**config.mk**
```make
export PLATFORM = sky130hd
export DESIGN_NAME = uart_os_rx
export DESIGN_NICKNAME = d
export VERILOG_FILES = /design/src/rtl/uart_os_rx_pkg.sv /design/src/rtl/uart_os_rx_sync.sv /design/src/rtl/uart_os_rx_framer.sv /design/src/rtl/uart_os_rx_flags.sv /design/src/rtl/uart_os_rx.sv
export SDC_FILE = /design/constraint.sdc
export NUM_CORES = 1
export LEC_CHECK = 0
export ABC_CLOCK_PERIOD_IN_PS = 1950
export BUFFER_PORTS_ARGS = -buffer_cell sky130_fd_sc_hd__buf_2
export CAP_MARGIN = 0
export CORE_MARGIN = 4
export CORE_UTILIZATION = 40
export CTS_BUF_LIST = sky130_fd_sc_hd__clkbuf_4 sky130_fd_sc_hd__clkbuf_8 sky130_fd_sc_hd__clkbuf_16
export CTS_CLUSTER_DIAMETER = 40
export DETAILED_ROUTE_END_ITERATION = 6
export PLACE_DENSITY = 0.64
export SLEW_MARGIN = 10
export SYNTH_ARGS = -nofsm -noshare
export SYNTH_HDL_FRONTEND = slang
export SYNTH_SLANG_ARGS = --single-unit
```
**constraint.sdc**
```tcl
create_clock -name clk -period 1.95 [get_ports clk]
set_input_delay 0.39 -clock clk [delete_from_list [all_inputs] [get_ports clk]]
set_output_delay 0.39 -clock clk [all_outputs]
set_load 0.005 [all_outputs]
```
**src/rtl/uart_os_rx_pkg.sv**
```systemverilog
package uart_os_rx_pkg;

    typedef enum logic [2:0] {
        RX_IDLE,
        RX_START,
        RX_DATA,
        RX_PARITY,
        RX_STOP
    } rx_state_e;

endpackage

```
**src/rtl/uart_os_rx_sync.sv**
```systemverilog
module uart_os_rx_sync #(
    parameter int STAGES = 2
) (
    input  logic clk,
    input  logic rst_n,
    input  logic din,
    output logic dout
);
    logic [STAGES-1:0] pipe_q;

    generate
        if (STAGES == 1) begin : g_one
            always_ff @(posedge clk or negedge rst_n) begin
                if (!rst_n) pipe_q <= 1'b1;
                else        pipe_q <= din;
            end
        end else begin : g_many
            always_ff @(posedge clk or negedge rst_n) begin
                if (!rst_n) pipe_q <= '1;
                else        pipe_q <= {pipe_q[STAGES-2:0], din};
            end
        end
    endgenerate

    assign dout = pipe_q[STAGES-1];
endmodule

```
**src/rtl/uart_os_rx_framer.sv**
```systemverilog
module uart_os_rx_framer
    import uart_os_rx_pkg::*;
#(
    parameter int DW  = 8,
    parameter int OSR = 16
) (
    input  logic          clk,
    input  logic          rst_n,
    input  logic          tick,
    input  logic          rx,
    input  logic          en,
    input  logic          par_en,
    input  logic          par_odd,
    output logic          done,
    output logic [DW-1:0] data,
    output logic          par_bad,
    output logic          stop_bad
);
    localparam int CW   = $clog2(OSR);
    localparam int BW   = (DW > 1) ? $clog2(DW) : 1;
    localparam int MID  = OSR / 2 - 1;
    localparam int LAST = OSR - 1;

    rx_state_e     state_q, state_d;
    logic [CW-1:0] cnt_q;
    logic [BW-1:0] bit_q;
    logic [DW-1:0] shreg_q;
    logic          done_q, par_bad_q, stop_bad_q;
    logic          at_mid, at_full, last_bit;

    assign at_mid   = tick && (cnt_q == CW'(MID));
    assign at_full  = tick && (cnt_q == CW'(LAST));
    assign last_bit = (bit_q == BW'(DW - 1));

    // next state
    always_comb begin
        state_d = state_q;
        unique case (state_q)
            RX_IDLE:   if (tick && !rx) state_d = RX_START;
            RX_START:  if (at_mid)      state_d = rx ? RX_IDLE : RX_DATA;
            RX_DATA:   if (at_full && last_bit)
                           state_d = par_en ? RX_PARITY : RX_STOP;
            RX_PARITY: if (at_full)     state_d = RX_STOP;
            RX_STOP:   if (at_full)     state_d = RX_IDLE;
            default:                    state_d = RX_IDLE;
        endcase
        if (!en) state_d = RX_IDLE;
    end

    // state register
    always_ff @(posedge clk or negedge rst_n) begin
        if (!rst_n) state_q <= RX_IDLE;
        else        state_q <= state_d;
    end

    // datapath and outputs
    always_ff @(posedge clk or negedge rst_n) begin
        if (!rst_n) begin
            cnt_q      <= '0;
            bit_q      <= '0;
            shreg_q    <= '0;
            done_q     <= 1'b0;
            par_bad_q  <= 1'b0;
            stop_bad_q <= 1'b0;
        end else begin
            done_q <= 1'b0;
            if (!en) begin
                cnt_q <= '0;
                bit_q <= '0;
            end else begin
                unique case (state_q)
                    RX_IDLE: begin
                        cnt_q <= '0;
                        bit_q <= '0;
                    end
                    RX_START: begin
                        if (tick) cnt_q <= at_mid ? '0 : cnt_q + 1'b1;
                        par_bad_q <= 1'b0;
                    end
                    RX_DATA: begin
                        if (tick) cnt_q <= at_full ? '0 : cnt_q + 1'b1;
                        if (at_full) begin
                            shreg_q <= {rx, shreg_q[DW-1:1]};
                            bit_q   <= bit_q + 1'b1;
                        end
                    end
                    RX_PARITY: begin
                        if (tick) cnt_q <= at_full ? '0 : cnt_q + 1'b1;
                        if (at_full) par_bad_q <= ((^shreg_q) ^ rx) != par_odd;
                    end
                    RX_STOP: begin
                        if (tick) cnt_q <= at_full ? '0 : cnt_q + 1'b1;
                        if (at_full) begin
                            stop_bad_q <= !rx;
                            done_q     <= 1'b1;
                        end
                    end
                    default: cnt_q <= '0;
                endcase
            end
        end
    end

    assign done     = done_q;
    assign data     = shreg_q;
    assign par_bad  = par_bad_q;
    assign stop_bad = stop_bad_q;
endmodule

```
**src/rtl/uart_os_rx_flags.sv**
```systemverilog
module uart_os_rx_flags #(
    parameter int DW = 8
) (
    input  logic          clk,
    input  logic          rst_n,
    input  logic          done,
    input  logic [DW-1:0] fdata,
    input  logic          fpar_bad,
    input  logic          fstop_bad,
    input  logic          rd_strobe,
    input  logic          clr_ovr,
    input  logic          clr_frm,
    input  logic          clr_par,
    output logic [DW-1:0] rx_data,
    output logic          rdy,
    output logic          ovr_err,
    output logic          frm_err,
    output logic          par_err
);
    logic [DW-1:0] data_q;
    logic          rdy_q, ovr_q, frm_q, par_q;
    logic          xfer, set_rdy, set_ovr, set_frm, set_par;

    assign xfer    = done && !rdy_q;
    assign set_rdy = xfer && !fpar_bad && !fstop_bad;
    assign set_ovr = done && rdy_q;
    assign set_frm = done && fstop_bad;
    assign set_par = done && fpar_bad;

    always_ff @(posedge clk or negedge rst_n) begin
        if (!rst_n) begin
            data_q <= '0;
            rdy_q  <= 1'b0;
            ovr_q  <= 1'b0;
            frm_q  <= 1'b0;
            par_q  <= 1'b0;
        end else begin
            if (xfer) data_q <= fdata;
            rdy_q <= set_rdy | (rdy_q & ~rd_strobe);
            ovr_q <= set_ovr | (ovr_q & ~clr_ovr);
            frm_q <= set_frm | (frm_q & ~clr_frm);
            par_q <= set_par | (par_q & ~clr_par);
        end
    end

    assign rx_data = data_q;
    assign rdy     = rdy_q;
    assign ovr_err = ovr_q;
    assign frm_err = frm_q;
    assign par_err = par_q;
endmodule

```
**src/rtl/uart_os_rx.sv**
```systemverilog
module uart_os_rx #(
    parameter int DATA_W      = 8,
    parameter int OSR         = 16,
    parameter int SYNC_STAGES = 2
) (
    input  logic              clk,
    input  logic              rst_n,
    input  logic              os_tick,
    input  logic              rx_in,
    input  logic              rx_en,
    input  logic              par_en,
    input  logic              par_odd,
    input  logic              rd_strobe,
    input  logic              clr_ovr,
    input  logic              clr_frm,
    input  logic              clr_par,
    output logic [DATA_W-1:0] rx_data,
    output logic              rdy,
    output logic              ovr_err,
    output logic              frm_err,
    output logic              par_err
);
    logic              rx_s;
    logic              frame_done;
    logic [DATA_W-1:0] f_data;
    logic              f_par_bad, f_stop_bad;

    uart_os_rx_sync #(.STAGES(SYNC_STAGES)) sync_i (
        .clk  (clk),
        .rst_n(rst_n),
        .din  (rx_in),
        .dout (rx_s)
    );

    uart_os_rx_framer #(.DW(DATA_W), .OSR(OSR)) framer_i (
        .clk     (clk),
        .rst_n   (rst_n),
        .tick    (os_tick),
        .rx      (rx_s),
        .en      (rx_en),
        .par_en  (par_en),
        .par_odd (par_odd),
        .done    (frame_done),
        .data    (f_data),
        .par_bad (f_par_bad),
        .stop_bad(f_stop_bad)
    );

    uart_os_rx_flags #(.DW(DATA_W)) flags_i (
        .clk      (clk),
        .rst_n    (rst_n),
        .done     (frame_done),
        .fdata    (f_data),
        .fpar_bad (f_par_bad),
        .fstop_bad(f_stop_bad),
        .rd_strobe(rd_strobe),
        .clr_ovr  (clr_ovr),
        .clr_frm  (clr_frm),
        .clr_par  (clr_par),
        .rx_data  (rx_data),
        .rdy      (rdy),
        .ovr_err  (ovr_err),
        .frm_err  (frm_err),
        .par_err  (par_err)
    );
endmodule

```
==> results of run 1 <==
[metal layers]
layer,vias to the layer above,global-route usage (%)
met3,10,5.23
met4,0,6.97
li1,586,-
met5,-,0
met1,560,17.5
met2,34,20.2
[power groups by stage]
| stage | registers [mW] | logic, mW | clock network [mW] |
|---|---|---|---|
| 3_5_place_dp | 0.750 | 0.0594 | 0 |
| 6_report | 0.736 | 0.0580 | 0.785 |
| 5_1_grt | 0.736 | 0.0667 | 0.833 |
| 4_1_cts | 0.736 | 0.0599 | 0.802 |
| 2_1_floorplan | 0.748 | 0.0325 | 0 |
| 3_3_place_gp | 0.750 | 0.0573 | 0 |
[stage by stage]
step	worst slack (ns)	power, mW	hold slack, ns	area [µm²]	std cells
after global placement	0.248	0.807	0.346	1820	226
after CTS	0.199	1.60	0.188	1960	234
after global routing	0.0942	1.64	0.189	1960	234
final	0.215	1.58	0.174	1960	234
after floorplan	0.277	0.780	0.0944	1700	157
after detailed placement	0.211	0.809	0.348	1820	226
[state kept, by name, summed over array words and instances, names as in the netlist]
name               count
framer_i.stop_bad      1
flags_i.par_err        1
framer_i.data          8
framer_i.par_bad       1
framer_i.bit_q         3
framer_i.done          1
sync_i.pipe_q          2
flags_i.frm_err        1
flags_i.ovr_err        1
framer_i.state_q       3
flags_i.rx_data        8
flags_i.rdy            1
framer_i.cnt_q         4
[cells by family after synthesis]
group	share of synthesized area, %
xor gates and xnor gates	6.47
AOI/OAI and AO/OA	9.49
DFF	51.6
muxes	5.88
and+or+nand+nor	17.4
buffers and inverters	6.99
adders and majority gates	2.21
[synthesized netlist by cell type (2+ instances only)]
| library cell | instances | area [µm²] |
|---|---|---|
| a21oi_1 | 3 | 15.0 |
| a22o_1 | 3 | 26.3 |
| a31oi_1 | 2 | 12.5 |
| buf_6 | 2 | 22.5 |
| clkbuf_8 | 4 | 55.1 |
| dfrtp_1 | 33 | 826 |
| dfstp_2 | 2 | 52.6 |
| ha_1 | 3 | 37.5 |
| inv_1 | 9 | 33.8 |
| mux2_2 | 8 | 90.1 |
| nand2_1 | 35 | 131 |
| nand3_1 | 4 | 20.0 |
| nand4_1 | 5 | 31.3 |
| nor2_1 | 5 | 18.8 |
| nor2b_1 | 2 | 12.5 |
| o21ai_0 | 7 | 35.0 |
| o21ai_2 | 2 | 17.5 |
| or3_1 | 2 | 12.5 |
| xnor2_1 | 6 | 52.6 |
| xor2_1 | 4 | 35.0 |
[path summary, 6_finish.rpt]
check	start	to	slack [ns]	depth (start not counted)
worst min-delay path	rst_n	framer_i.data[0]	0.17	1
worst max-delay path	framer_i.cnt_q[1]	framer_i.data[6]	0.21	6
max in group asynchronous	rst_n	framer_i.cnt_q[2]	1.29	1
worst max register to register	framer_i.cnt_q[1]	framer_i.data[6]	0.21	6
min in group clk	rx_in	sync_i.pipe_q[0]	0.20	1
worst min register to register	sync_i.pipe_q[0]	sync_i.pipe_q[1]	0.36	0
[cell type report]
cell class                      instances  area, µm²  area share [%]
Tap cell                               50       62.6            3.20
Clock buffer                            6       76.3            3.90
Multi-Input combinational cell        106        704            36.0
Clock inverter                          2       60.1            3.07
Timing Repair Buffer                   26        140            7.17
Inverter                                9       33.8            1.73
Sequential cell                        35        878            44.9
[worst max-delay path, stage by stage, from the launching register on]
cell	delay, ns
dfrtp_1	0.39
ha_1	0.20
and4_4	0.28
nand2_4	0.07
or3_1	0.51
nand2_1	0.12
nand2_1	0.06
==> flow_metrics.tcl, run 1 <==
set metrics [dict create \
    status "complete, no violations" \
    slew_viol_final 0 \
    power.leakage_nw 1.00 \
    syn_area_per_cell_um2 10.8 \
    mostFrequentLayoutCells "35 x nand2_1, 33 x dfrtp_1, 22 x buf_2" \
    routedWlPerCell_um 13.2 \
    maxCapViolCount 0 \
    grt_pass1_vias 1197 \
    cts_setup_buffers 0 \
    drtIter0Drc 54 \
    clkPwrFrac_pct 49.7 \
    period_share_pct 89.0 \
    clk-insertion-delay-late_ns 0.29 \
    antenna_found_initial 0 \
    wl_met3_um 187 \
    final-hold-violation-count 0 \
    start_kind "flip-flop" \
    endpoint_kind "flip-flop" \
    grt_max_degree 36 \
    p_int_mw 1.28 \
    die_h_um 73.2 \
    p_seq_share_pct 46.6 \
    critPathMaxFanout 9 \
    synthCells 157 \
    syn_to_final_growth_pct 14.9 \
    utilization_pct 48.2 \
    fillers 380 \
    worstSetupPathType "flip-flop to flip-flop" \
    synth_edf_count 0 \
    top_layer_used "met4" \
    first_pass_iters 4 \
    syn_nets 171 \
    setup_viol 0 \
    cts_hold_buf 0 \
    rows 23 \
    worstMarginPinSlew_ns 0.771 \
    core_area_mm2 0.00406 \
    yosysWarnings 0 \
    cts_max_level 2 \
    start_util_pct 41.9 \
    relSlewSlack_pct 48.6 \
    fin_tns_setup_ns 0 \
    die-area_mm2 0.00536 \
    swShare_pct 19.1 \
    track_usage_pct 13.7 \
    p_switching_uw 301 \
    dpl.hpwl_um 2230 \
    drive_gt1_share_pct 27.7 \
    period_needed_ns 1.74 \
    ctsResizeCount 0 \
    grt_pass1_wl_um 5520 \
    final.setup_skew_ns 0.00887 \
    async_reset_ff_share_pct 100 \
    num_vias 1190 \
    cts_tree "built" \
    yosys_most_used_dff "dfrtp_1" \
    crit_required_ns 2.13 \
    rsz0062_at_grt "false" \
    viasPerCell 5.09 \
    path_clk_slew_ns 0.07 \
    port_buffers 22 \
    power.density_mw_per_mm2 808 \
    clkSinkCount 35 \
    synth_cell_types 36 \
    crit_arrival_ns 1.92 \
    nNetsFinal 197 \
    antenna-diode-count 0 \
    overflow 0 \
    cts_root_buffer "clkbuf_8" \
    io_pins 23 \
    hold_path.class "input pin to asynchronous set/reset pin" \
    vdd_ir_drop_max_mv 0.412 \
    die_width_um 73.2 \
    cts_made_buffers 5 \
    drc 0 \
    ys_seq_area_share_pct 51.6 \
    final_common_cell "nand2_1" \
    fmax_mhz 576 \
    routabilityCongestion 0.766 \
    synth_seq_cells 35 \
    combPwrFrac_pct 3.7 \
    wl_met1_um 1340 \
    ant_nets 0 \
    clockBufferDepth 2 \
    syn_area_mm2 0.00170 \
    route.met2.wl_um 1480 \
    routed_wl_um 3100 \
]
Note: power is estimated with default switching activity, not from simulation.
==> run 2: changes to the inputs <==
--- a/config.mk
+++ b/config.mk
@@ -9,11 +9,11 @@
 export BUFFER_PORTS_ARGS = -buffer_cell sky130_fd_sc_hd__buf_2
 export CAP_MARGIN = 0
 export CORE_MARGIN = 4
-export CORE_UTILIZATION = 40
+export CORE_UTILIZATION = 56
 export CTS_BUF_LIST = sky130_fd_sc_hd__clkbuf_4 sky130_fd_sc_hd__clkbuf_8 sky130_fd_sc_hd__clkbuf_16
 export CTS_CLUSTER_DIAMETER = 40
 export DETAILED_ROUTE_END_ITERATION = 6
-export PLACE_DENSITY = 0.64
+export PLACE_DENSITY = 0.83
 export SLEW_MARGIN = 10
 export SYNTH_ARGS = -nofsm -noshare
 export SYNTH_HDL_FRONTEND = slang
==> run 2 against run 1 <==
Combinational power is essentially flat; utilization grew 17 points; fmax shrank 1.2%; critical path depth is the same; non-clock buffer count shrank 1; clock skew is essentially flat; first-iteration DRC count shrank 33%; hold slack lost 0.067 ns; highest routed layer unchanged.
==> flow_metrics.tcl, run 2 (synthesized netlist as in run 1, its figures left out) <==
set metrics [dict create \
    top_layer_used "met4" \
    cts_hold_buf 0 \
    crit_required_ns 2.18 \
    cts_root_buffer "clkbuf_4" \
    worstSetupPathType "flip-flop to flip-flop" \
    cts_tree "built" \
    viasPerCell 5.69 \
    fin_hold_ws_ns 0.107 \
    antenna_found_initial 0 \
    place_ws_ns 0.194 \
    clkSinkCount 35 \
    fmax_mhz 569 \
    swShare_pct 22.1 \
    p_int_uw 920 \
    overflow 0 \
    p_seq_share_pct 62.3 \
    relSlewSlack_pct 50.3 \
    period_needed_ns 1.76 \
    grt_max_degree 36 \
    power.density_mw_per_mm2 640 \
    route.met2.wl_um 1420 \
    utilization_pct 65.2 \
    cts_setup_buffers 0 \
    port_buffers 22 \
    fin_tns_setup_ns 0 \
    ctsResizeCount 0 \
    die_h_um 63.1 \
    crit_end "framer_i.data[5]" \
    routabilityCongestion 0.881 \
    clk-insertion-delay-late_ns 0.34 \
    first_pass_iters 4 \
    grt_pass1_wl_um 5140 \
    hold_path.class "input pin to asynchronous set/reset pin" \
    start_kind "flip-flop" \
    final-hold-violation-count 0 \
    setup_ws_ns 0.194 \
    syn_to_final_growth_pct 8.38 \
    endpoint_kind "flip-flop" \
    cts_max_level 2 \
    period_share_pct 90.0 \
    r2r-end "framer_i.data[5]" \
    rsz0062_at_grt "false" \
    antenna-diode-count 0 \
    rows 19 \
    core_area_mm2 0.00283 \
    dpl.hpwl_um 2200 \
    cts_made_buffers 5 \
    maxCapViolCount 0 \
    r2r-start "framer_i.cnt_q[0]" \
    die-area_mm2 0.00398 \
    crit_arrival_ns 1.99 \
    num_vias 1213 \
    status "complete, no violations" \
    critPathMaxFanout 9 \
    start_util_pct 60.2 \
    final.setup_skew_ns 0.00910 \
    reg2reg_slack_ns 0.19 \
    power.leakage_nw 0.961 \
    vdd_ir_drop_max_mv 0.452 \
    rr_worst_depth 6 \
    mostFrequentLayoutCells "35 x nand2_1, 33 x dfrtp_1, 22 x buf_2" \
    clkPwrFrac_pct 32.8 \
    io_pins 23 \
    clockBufferDepth 2 \
    p_switching_uw 261 \
    placed_cells 206 \
    slew_viol_final 0 \
    setup_viol 0 \
    combPwrFrac_pct 4.9 \
    crit_start "framer_i.cnt_q[0]" \
    routed_wl_um 2970 \
    track_usage_pct 16.4 \
    grt_pass1_vias 1203 \
    final_cells 213 \
    nNetsFinal 196 \
    final_common_cell "nand2_1" \
    drive_gt1_share_pct 26.9 \
    routedWlPerCell_um 13.9 \
    wl_met1_um 1320 \
    drtIter0Drc 36 \
    die_width_um 63.1 \
    drc 0 \
    wl_met3_um 178 \
    ant_nets 0 \
    path_clk_slew_ns 0.10 \
    worstMarginPinSlew_ns 0.745 \
]
-- run 2: cell type report --
cell class / count / area [µm²]
clock buffer: 6 / 51.3
clock inverter: 1 / 5.00
fill: 223 / 985
inverter: 9 / 33.8
multi-input combinational: 106 / 704
sequential: 35 / 878
tap: 31 / 38.8
timing repair buffer: 25 / 133
-- run 2: worst min path at each step --
stage               cells after the start        startpoint  slack (ns)                  end
finish                                  1             rst_n        0.11     framer_i.data[0]
floorplan                               0             rst_n        0.09      flags_i.frm_err
global route                            1             rx_in        0.11     sync_i.pipe_q[0]
CTS                                     1             rst_n        0.13  framer_i.state_q[1]
global placement                        0  sync_i.pipe_q[0]        0.35     sync_i.pipe_q[1]
detailed placement                      0  sync_i.pipe_q[0]        0.35     sync_i.pipe_q[1]
-- run 2: metrics by stage --
step	cell area, µm²	power (mW)
finish	1840	1.18
global route	1840	1.24
CTS	1840	1.20
detailed placement	1790	0.808
global placement	1790	0.806
floorplan	1700	0.780
-- run 2: critical path, stage by stage, from the launching register on --
cell and delay [ns]:
dfrtp_1 0.40, ha_1 0.19, and4_4 0.27, nand2_4 0.07, or3_1 0.52, nand2_1 0.13, nand2_1 0.07
-- run 2: layer usage --
metal / GRT usage, % / vias up
met5: 0 / -
met2: 26.4 / 30
met1: 20.1 / 592
met4: 6.06 / 0
li1: - / 585
met3: 6.39 / 6
-- run 2: power groups by stage --
stage	registers, mW	clock network (mW)	logic (mW)
3_5_place_dp	0.750	0	0.0588
3_3_place_gp	0.750	0	0.0566
2_1_floorplan	0.748	0	0.0325
4_1_cts	0.736	0.403	0.0589
5_1_grt	0.736	0.440	0.0645
6_report	0.736	0.387	0.0579
